[src/rtl/tct_pkg.sv]
package tct_pkg;
  // register selector on the write port
  typedef enum logic {
    SEL_COUNT = 1'b0,
    SEL_LIMIT = 1'b1
  } tct_sel_e;

  // which interrupt bit a timer instance drives
  typedef enum logic {
    KIND_MAIN   = 1'b0,
    KIND_SYSTEM = 1'b1
  } tct_kind_e;
endpackage

[src/rtl/tct_counter.sv]
module tct_counter #(
  parameter int CW       = 63,
  parameter int CNT_STEP = 1
) (
  input  logic          clk,
  input  logic          rst_n,
  input  logic          load,
  input  logic [CW-1:0] load_val,
  output logic [CW-1:0] cnt
);
  localparam logic [CW-1:0] STEP_V = CW'(CNT_STEP);

  always_ff @(posedge clk) begin
    if (!rst_n)    cnt <= '0;
    else if (load) cnt <= load_val;
    else           cnt <= cnt + STEP_V;
  end
endmodule

[src/rtl/tct_match.sv]
module tct_match #(
  parameter int CW = 63
) (
  input  logic          clk,
  input  logic          rst_n,
  input  logic [CW-1:0] cnt,
  input  logic          dis,
  input  logic          lim_wr,
  input  logic [CW-1:0] lim_val,
  input  logic          lim_dis,
  output logic          fire
);
  logic [CW-1:0] lim_q;
  logic          armed_q;
  logic          hit;

  // one-shot compare: at or above covers a limit written behind the count
  assign hit = armed_q && (cnt >= lim_q);

  always_ff @(posedge clk) begin
    if (!rst_n) begin
      lim_q   <= '0;
      armed_q <= 1'b0;
      fire    <= 1'b0;
    end else begin
      fire <= 1'b0;
      if (lim_wr) begin
        lim_q   <= lim_val;
        armed_q <= (lim_val != '0) && !lim_dis;
      end else if (hit) begin
        armed_q <= 1'b0;
        fire    <= !dis;
      end
    end
  end
endmodule

[src/rtl/tct_irq_route.sv]
module tct_irq_route #(
  parameter int                  SW         = 17,
  parameter int                  TICK_BIT   = 0,
  parameter int                  STICK_BIT  = 16,
  parameter tct_pkg::tct_kind_e  TIMER_KIND = tct_pkg::KIND_MAIN
) (
  input  logic          fire,
  output logic [SW-1:0] softint_set,
  output logic          wake_req
);
  localparam logic [SW-1:0] ONE = {{(SW-1){1'b0}}, 1'b1};

  if (TIMER_KIND == tct_pkg::KIND_MAIN) begin : g_main
    assign softint_set = fire ? (ONE << TICK_BIT) : '0;
  end else begin : g_sys
    assign softint_set = fire ? (ONE << STICK_BIT) : '0;
  end

  assign wake_req = fire;
endmodule

[src/rtl/tick_cmp_timer.sv]
module tick_cmp_timer #(
  parameter int                  TW         = 64,
  parameter int                  CNT_STEP   = 1,
  parameter int                  SW         = 17,
  parameter int                  TICK_BIT   = 0,
  parameter int                  STICK_BIT  = 16,
  parameter tct_pkg::tct_kind_e  TIMER_KIND = tct_pkg::KIND_MAIN
) (
  input  logic          clk,
  input  logic          rst_n,
  input  logic          reg_wr,
  input  logic          reg_sel,
  input  logic [TW-1:0] reg_wdata,
  output logic [TW-1:0] count_rdata,
  output logic [SW-1:0] softint_set,
  output logic          wake_req
);
  localparam int CW = TW - 1;

  logic          wr_count;
  logic          wr_limit;
  logic          dis_q;
  logic [CW-1:0] cnt;
  logic          fire;

  assign wr_count = reg_wr && (reg_sel == tct_pkg::SEL_COUNT);
  assign wr_limit = reg_wr && (reg_sel == tct_pkg::SEL_LIMIT);

  // disabled flag: either register write carries it in its top bit
  always_ff @(posedge clk) begin
    if (!rst_n)      dis_q <= 1'b1;
    else if (reg_wr) dis_q <= reg_wdata[TW-1];
  end

  tct_counter #(.CW(CW), .CNT_STEP(CNT_STEP)) u_cnt (
    .clk      (clk),
    .rst_n    (rst_n),
    .load     (wr_count),
    .load_val (reg_wdata[CW-1:0]),
    .cnt      (cnt)
  );

  tct_match #(.CW(CW)) u_match (
    .clk     (clk),
    .rst_n   (rst_n),
    .cnt     (cnt),
    .dis     (dis_q),
    .lim_wr  (wr_limit),
    .lim_val (reg_wdata[CW-1:0]),
    .lim_dis (reg_wdata[TW-1]),
    .fire    (fire)
  );

  tct_irq_route #(
    .SW(SW), .TICK_BIT(TICK_BIT), .STICK_BIT(STICK_BIT), .TIMER_KIND(TIMER_KIND)
  ) u_route (
    .fire        (fire),
    .softint_set (softint_set),
    .wake_req    (wake_req)
  );

  assign count_rdata = {dis_q, cnt};
endmodule

[config.mk]
export PLATFORM = sky130hd
export DESIGN_NAME = tick_cmp_timer
export DESIGN_NICKNAME = d
export VERILOG_FILES = /design/src/rtl/tct_pkg.sv /design/src/rtl/tct_counter.sv /design/src/rtl/tct_match.sv /design/src/rtl/tct_irq_route.sv /design/src/rtl/tick_cmp_timer.sv
export SDC_FILE = /design/constraint.sdc
export NUM_CORES = 1
export LEC_CHECK = 0
export BUFFER_PORTS_ARGS = -buffer_cell sky130_fd_sc_hd__clkbuf_2
export CAP_MARGIN = 20
export CORE_MARGIN = 5
export CORE_UTILIZATION = 30
export CTS_BUF_LIST = sky130_fd_sc_hd__clkbuf_4 sky130_fd_sc_hd__clkbuf_8
export DETAILED_ROUTE_END_ITERATION = 8
export SLEW_MARGIN = 20
export SYNTH_ARGS = -nofsm -noshare
export SYNTH_HDL_FRONTEND = slang
export SYNTH_SLANG_ARGS = --single-unit
[constraint.sdc]
create_clock -name clk -period 2.45 [get_ports clk]
set_input_delay 0.245 -clock clk [delete_from_list [all_inputs] [get_ports clk]]
set_output_delay 0.245 -clock clk [all_outputs]
set_load 0.02 [all_outputs]
==> impl_metrics.csv, run 1 <==
group,metric,value,unit
die,start_util,30.2,%
logic_synthesis,yosysSeqAreaShare,34.3,%
logic_synthesis,synth_commonest_cells,"170 x nand2_1, 129 x dfxtp_1, 125 x a21oi_1, 73 x inv_1, 64 x ha_1",
die,rows,58,
power,p_leak,3.57,nW
die,die-area,28400,µm²
die,coreArea,25000,µm²
timing,period_minus_slack,2.27,ns
drt,ant_nets,0,
finish,instances_no_fill,1460,
power,fin_total_pwr,0.00552,W
logic_synthesis,yosys_most_used_dff,"dfxtp_1",
timing,max_freq,0.441,GHz
cts,clk_pin_slew,0.09,ns
cts,ctsHoldBuffers,0,
logic_synthesis,ys_ff_latch,129,
logic_synthesis,synth_area,7540,µm²
power,ir_drop,0.344,mV
timing,slew_viol_final,0,
logic_synthesis,yosysUniqueCellTypes,53,
drt,vias,7220,
setup_path,path_class,"register to register",
die,die_h,169,µm
logic_synthesis,yosys.area_share.simple,24.2,%
drt,totalWireLength,24.3,mm
drt,drc_errors,0,
global_route,grt_max_degree,64,
cts,cts_root_buf,"clkbuf_8",
finish,drive_gt1_share,20.1,%
setup_path,worst_path_max_delay_cell,"dfxtp_1",
logic_synthesis,synth-adder-area-share,10.6,%
drt,wire_per_inst,16.6,µm
finish,area_delta_synth_final,21.8,%
logic_synthesis,synthXorXnorAreaFrac,6.74,%
job,max_cap_viol_count,0,
placed_design,dp_cells,1428,
setup_path,crit_required,2.85,ns
die,io_pins,150,
timing,setup_viol,0,
logic_synthesis,synth_cells,977,
placed_design,globalplace.congestion,0.843,
drt,drt-initial-drc-count,548,
logic_synthesis,synth_top_family_by_area,"simple AND/OR/NAND/NOR gates",
logic_synthesis,syn_area_per_cell,7.72,µm²
setup_path,crit_top_cell,"or4_1",
global_route,antenna_found_initial,0,
logic_synthesis,yosys_warnings,0,
timing,worst_pin_slew,0.793,ns
timing,hold_viol,0,
timing,relSlewSlack,46.6,%
timing,fin_tns_setup,0,ns
drt,dr.pass1.iters,5,
power,powerDensity,602,nW/µm²
placed_design,hpwl,18.3,mm
finish,utilization,36.8,%
global_route,first_global_vias,6966,
timing,min_period_over_period,92.5,%
global_route,grt_overflow,0,
placed_design,port-buffer-count,133,
setup_path,cp_top_family,"simple AND/OR/NAND/NOR gates",
setup_path,setup.reg_to_reg.worst_slack,0.18,ns
cts,h-tree-depth,4,
setup_path,max_stage_delay,0.49,ns
logic_synthesis,synth_area_leaders,"dfxtp_1 34%, ha_1 11%, nand2_1 8.5%",
setup_path,crit_arrival,2.66,ns
finish,num_antenna_cells,0,
logic_synthesis,synth_top_area_cell,"dfxtp_1",
cts,cts_buffers,17,
cts,cts_sinks,129,
timing,finClkSkew,0.0206,ns
setup_path,crit_buf_inv,0,
cts,insertion_delay,0.46,ns
cts,clock_path_buffers,2,
logic_synthesis,muxShareOfSynthArea,0.133,%
setup_path,critPathLaunchType,"register",
logic_synthesis,synth-compound-area-share,15.8,%
logic_synthesis,synth_top_area_share,34.3,%
setup_path,crit_path_end_kind,"register",
setup_path,worstPathCellList,"nand4_4 > nor3_4 > nand4_2 > or4_1 > or4_1 > nand3_1",
min_path,min_path_type,"input port to register",
setup_path,path_max_fanout,6,
finish,nNetsFinal,1249,
logic_synthesis,synth_edf_count,0,
global_route,grt_usage,16.8,%
cts,cts_tree,"built",
logic_synthesis,async_flop_share,0,%
timing,rsz0062_at_grt,"false",
logic_synthesis,yosysMostFrequentCell,"nand2_1",
drt,vias_per_cell,4.95,
die,die_w,169,µm
global_route,grt_pass1_wl,38.1,mm
status,status,"complete, no violations",
cts,cts_setup_buffers,0,
[worst reg2reg max path: stages (launching register included)]
cell and delay [ns]:
dfxtp_1 0.49, nand4_4 0.18, nor3_4 0.35, nand4_2 0.19, or4_1 0.44, or4_1 0.48, nand3_1 0.08
[path summary, 6_finish.rpt]
kind / from / end / cells past startpoint
worst max-delay path: u_cnt.cnt[3] / u_cnt.cnt[62] / 6
worst min-delay path: reg_wdata[8] / u_match.lim_q[8] / 3
worst max register to register: u_cnt.cnt[3] / u_cnt.cnt[62] / 6
worst min register to register: u_match.lim_q[29] / u_match.lim_q[29] / 2
[report_power, final]
part / internal, W / leakage (nW) / total, W / switching, W
logic: 0.000387 / 2.28 / 0.00102 / 0.000629
clock network: 0.00125 / 0.226 / 0.00216 / 0.000911
registers: 0.00222 / 1.06 / 0.00235 / 0.000128
[metrics by stage]
step	cell area (µm²)	hold WS, ns	setup WS, ns
after floorplan	7600	0.373	0.162
after global placement	8700	0.441	0.0924
after detailed placement	8700	0.447	0.0939
after CTS	9160	0.00249	0.0903
after global routing	9180	0.0233	0.0190
final	9180	0.0338	0.183
[logic make-up after synthesis]
group / Yosys count
buffers and inverters: 142
xor gates and xnor gates: 58
DFF: 129
and+or+nand+nor: 366
AOI/OAI and AO/OA: 216
muxes: 1
adders and majority gates: 64
other: 1
[flip-flops by register name, indices dropped and copies added, names as in the netlist]
| signal | cells |
|---|---|
| u_cnt.cnt | 63 |
| u_match.armed_q | 1 |
| dis_q | 1 |
| u_match.fire | 1 |
| u_match.lim_q | 63 |
[cells in the final DEF, fill, tap and decap left out, types with 18 or more instances in the layout]
cell / count
xnor2_1: 43
ha_1: 64
clkbuf_8: 18
a211oi_1: 24
nor2_1: 37
nand3_1: 32
dfxtp_1: 129
a21oi_1: 125
nor4_1: 49
o21ai_0: 49
clkbuf_2: 133
nand2_1: 169
inv_1: 73
nand4_1: 26
buf_4: 38
[layout make-up]
class / count / area (µm²)
fillers: 2642 / 15800
multi-input cells: 721 / 4430
flip-flops and latches: 129 / 2580
repair buffers: 174 / 1010
well taps: 330 / 413
inverters: 74 / 278
clock buffers: 19 / 255
clock inverters: 13 / 209
[routing by layer]
layer | wire length [µm] | share of wire [%] | vias up | global-route usage [%]
met5 | 0 | 0 | - | 0
met4 | 676 | 2.8 | 0 | 6.56
met3 | 1430 | 5.9 | 43 | 3.43
met2 | 11300 | 47 | 225 | 27.7
met1 | 10900 | 45 | 3280 | 21.7
li1 | - | - | 3672 | -
[what timing repair did]
action	in CTS	in global routing
gates resized for setup	0	4
hold endpoints to repair	0	0
endpoints found under the setup margin	0	2
Power figures use the tool's default switching activity.
==> inputs of run 2 (changes only) <==
- BUFFER_PORTS_ARGS: -buffer_cell sky130_fd_sc_hd__clkbuf_2 -> -buffer_cell sky130_fd_sc_hd__buf_2
- REMOVE_ABC_BUFFERS: not set -> 1
==> run 2 against run 1 <==
  * Global-route usage increased by 0.43 points
  * Clock skew is 0.0072 ns lower
  * Fmax fell by 3.8%
  * Via count up 0.48%
  * Sequential share of layout area is essentially flat
  * Design area about the same
  * Combinational power about the same
  * Critical endpoint is now u_match.armed_q
==> impl_metrics.csv, run 2 (same netlist as run 1, synthesis figures left out) <==
group,metric,value,unit
status,status,"complete, no violations",
power,p_int,0.00374,W
drt,ant_nets,0,
die,coreArea,25000,µm²
placed_design,globalplace.congestion,0.818,
power,p_sw,0.00164,W
timing,setup_slack,0.0933,ns
global_route,grt_overflow,0,
drt,wire_per_inst,17.0,µm
die,die-area,28400,µm²
placed_design,dp_slack,0.00985,ns
timing,max_freq,0.424,GHz
global_route,antenna_found_initial,1,
global_route,first_global_vias,6971,
die,io_pins,150,
timing,min_period_over_period,96.2,%
cts,ctsHoldBuffers,0,
setup_path,setup.reg_to_reg.worst_slack,0.09,ns
job,max_cap_viol_count,0,
placed_design,port-buffer-count,133,
finish,mostFrequentLayoutCells,"169 x nand2_1, 133 x buf_2, 129 x dfxtp_1",
setup_path,worstPathCellList,"ha_1 > nand4_1 > nor4_1 > buf_4 > o21ai_0 > a21oi_1 > nor4b_2 > a31o_2",
global_route,grt_usage,17.3,%
global_route,grt_busiest_layer,"met2",
setup_path,path_max_fanout,5,
cts,cts_tree,"built",
finish,area_delta_synth_final,21.7,%
power,clkPwrFrac,37.5,%
drt,vias,7255,
timing,rsz0062_at_grt,"false",
finish,num_antenna_cells,0,
cts,cts_sinks,129,
power,seqPwrFrac,43.7,%
timing,slew_viol_final,0,
setup_path,max_stage_delay,0.41,ns
timing,period_minus_slack,2.36,ns
cts,clock_path_buffers,2,
drt,drt-initial-drc-count,489,
timing,setup_viol,0,
finish,mostFrequentLayoutCell,"nand2_1",
drt,drc_errors,0,
die,rows,58,
cts,h-tree-depth,4,
timing,holdWs,0.0462,ns
drt,vias_per_cell,4.96,
cts,clk_pin_slew,0.08,ns
power,powerDensity,587,nW/µm²
setup_path,worst_path_max_delay_cell,"nor4_1",
die,die_w,169,µm
die,die_h,169,µm
setup_path,crit_required,2.79,ns
setup_path,crit_arrival,2.70,ns
timing,relSlewSlack,61.1,%
finish,largestRegisters,"u_cnt.cnt x63, u_match.lim_q x63",
finish,instances_no_fill,1462,
timing,hold_viol,0,
power,ir_drop,0.305,mV
setup_path,crit_buf_inv,1,
drt,dr.pass1.iters,5,
timing,finClkSkew,0.0134,ns
global_route,grt_util_met1,23.0,%
global_route,grtUsageMet3,3.88,%
global_route,use_met2,28.1,%
drt,totalWireLength,24.9,mm
setup_path,path_class,"register to register",
cts,insertion_delay,0.45,ns
cts,cts_buffers,17,
global_route,grt_pass1_wl,38.8,mm
placed_design,dp_cells,1428,
finish,nNetsFinal,1251,
die,start_util,30.2,%
setup_path,critPathLaunchType,"register",
power,pwr-share-comb,18.8,%
placed_design,hpwl,18.7,mm
timing,worst_pin_slew,0.578,ns
cts,cts_root_buf,"clkbuf_8",
min_path,min_path_type,"input port to register",
power,swShare,30.5,%
power,fin_total_pwr,0.00538,W
global_route,grt_max_degree,56,
setup_path,crit_path_end_kind,"register",
finish,drive_gt1_share,20.2,%
power,p_leak,3.59,nW
setup_path,cp_top_family,"simple AND/OR/NAND/NOR gates",
-- run 2: final timing paths --
check                    startpoint                 to  cells after the start
setup / recovery      u_cnt.cnt[60]    u_match.armed_q                      8
hold / removal        reg_wdata[17]  u_match.lim_q[17]                      3
setup reg to reg      u_cnt.cnt[60]    u_match.armed_q                      8
hold reg to reg   u_match.lim_q[33]  u_match.lim_q[33]                      2
-- run 2: routing by layer --
layer,routed length [µm],part of all wire (%)
met1,11500,46
met2,11500,46
met3,1320,5.3
met4,576,2.3
met5,13,0.052
-- run 2: worst reg2reg max path: stages, from the launching register on --
cell and delay (ns):
dfxtp_1 0.39, ha_1 0.34, nand4_1 0.25, nor4_1 0.41
buf_4 0.21, o21ai_0 0.08, a21oi_1 0.27, nor4b_2 0.10
a31o_2 0.21
-- run 2: timing repair --
item | CTS | global route
pin swaps | 0 | 1
setup endpoints to repair | 2 | 7
endpoints found under the hold margin | 0 | 0
setup buffers | 0 | 2
resized for setup | 1 | 3
-- run 2: power by group through the flow --
stage | combinational (W) | clock (W) | sequential, W
2_1_floorplan | 0.000502 | 0 | 0.00247
3_3_place_gp | 0.000992 | 0 | 0.00240
4_1_cts | 0.00101 | 0.00205 | 0.00235
5_1_grt | 0.00113 | 0.00214 | 0.00237
6_report | 0.00101 | 0.00202 | 0.00235
3_5_place_dp | 0.00100 | 0 | 0.00240
-- run 2: cell type report --
cell class / count / area, µm²
fillers: 2655 / 15800
flip-flops and latches: 129 / 2580
repair buffers: 176 / 1040
clock buffers: 23 / 304
clock inverters: 9 / 129
well taps: 330 / 413
multi-input cells: 721 / 4430
inverters: 74 / 278
-- run 2: metrics by stage --
| step | utilization [%] | setup TNS, ns | instance area, µm² |
|---|---|---|---|
| after global routing | 36.8 | 0 | 9180 |
| final | 36.8 | 0 | 9180 |
| after CTS | 36.6 | 0 | 9140 |
| after global placement | 34.9 | -0.0256 | 8710 |
| after detailed placement | 34.9 | 0 | 8710 |
| after floorplan | - | -15.97 | 7260 |
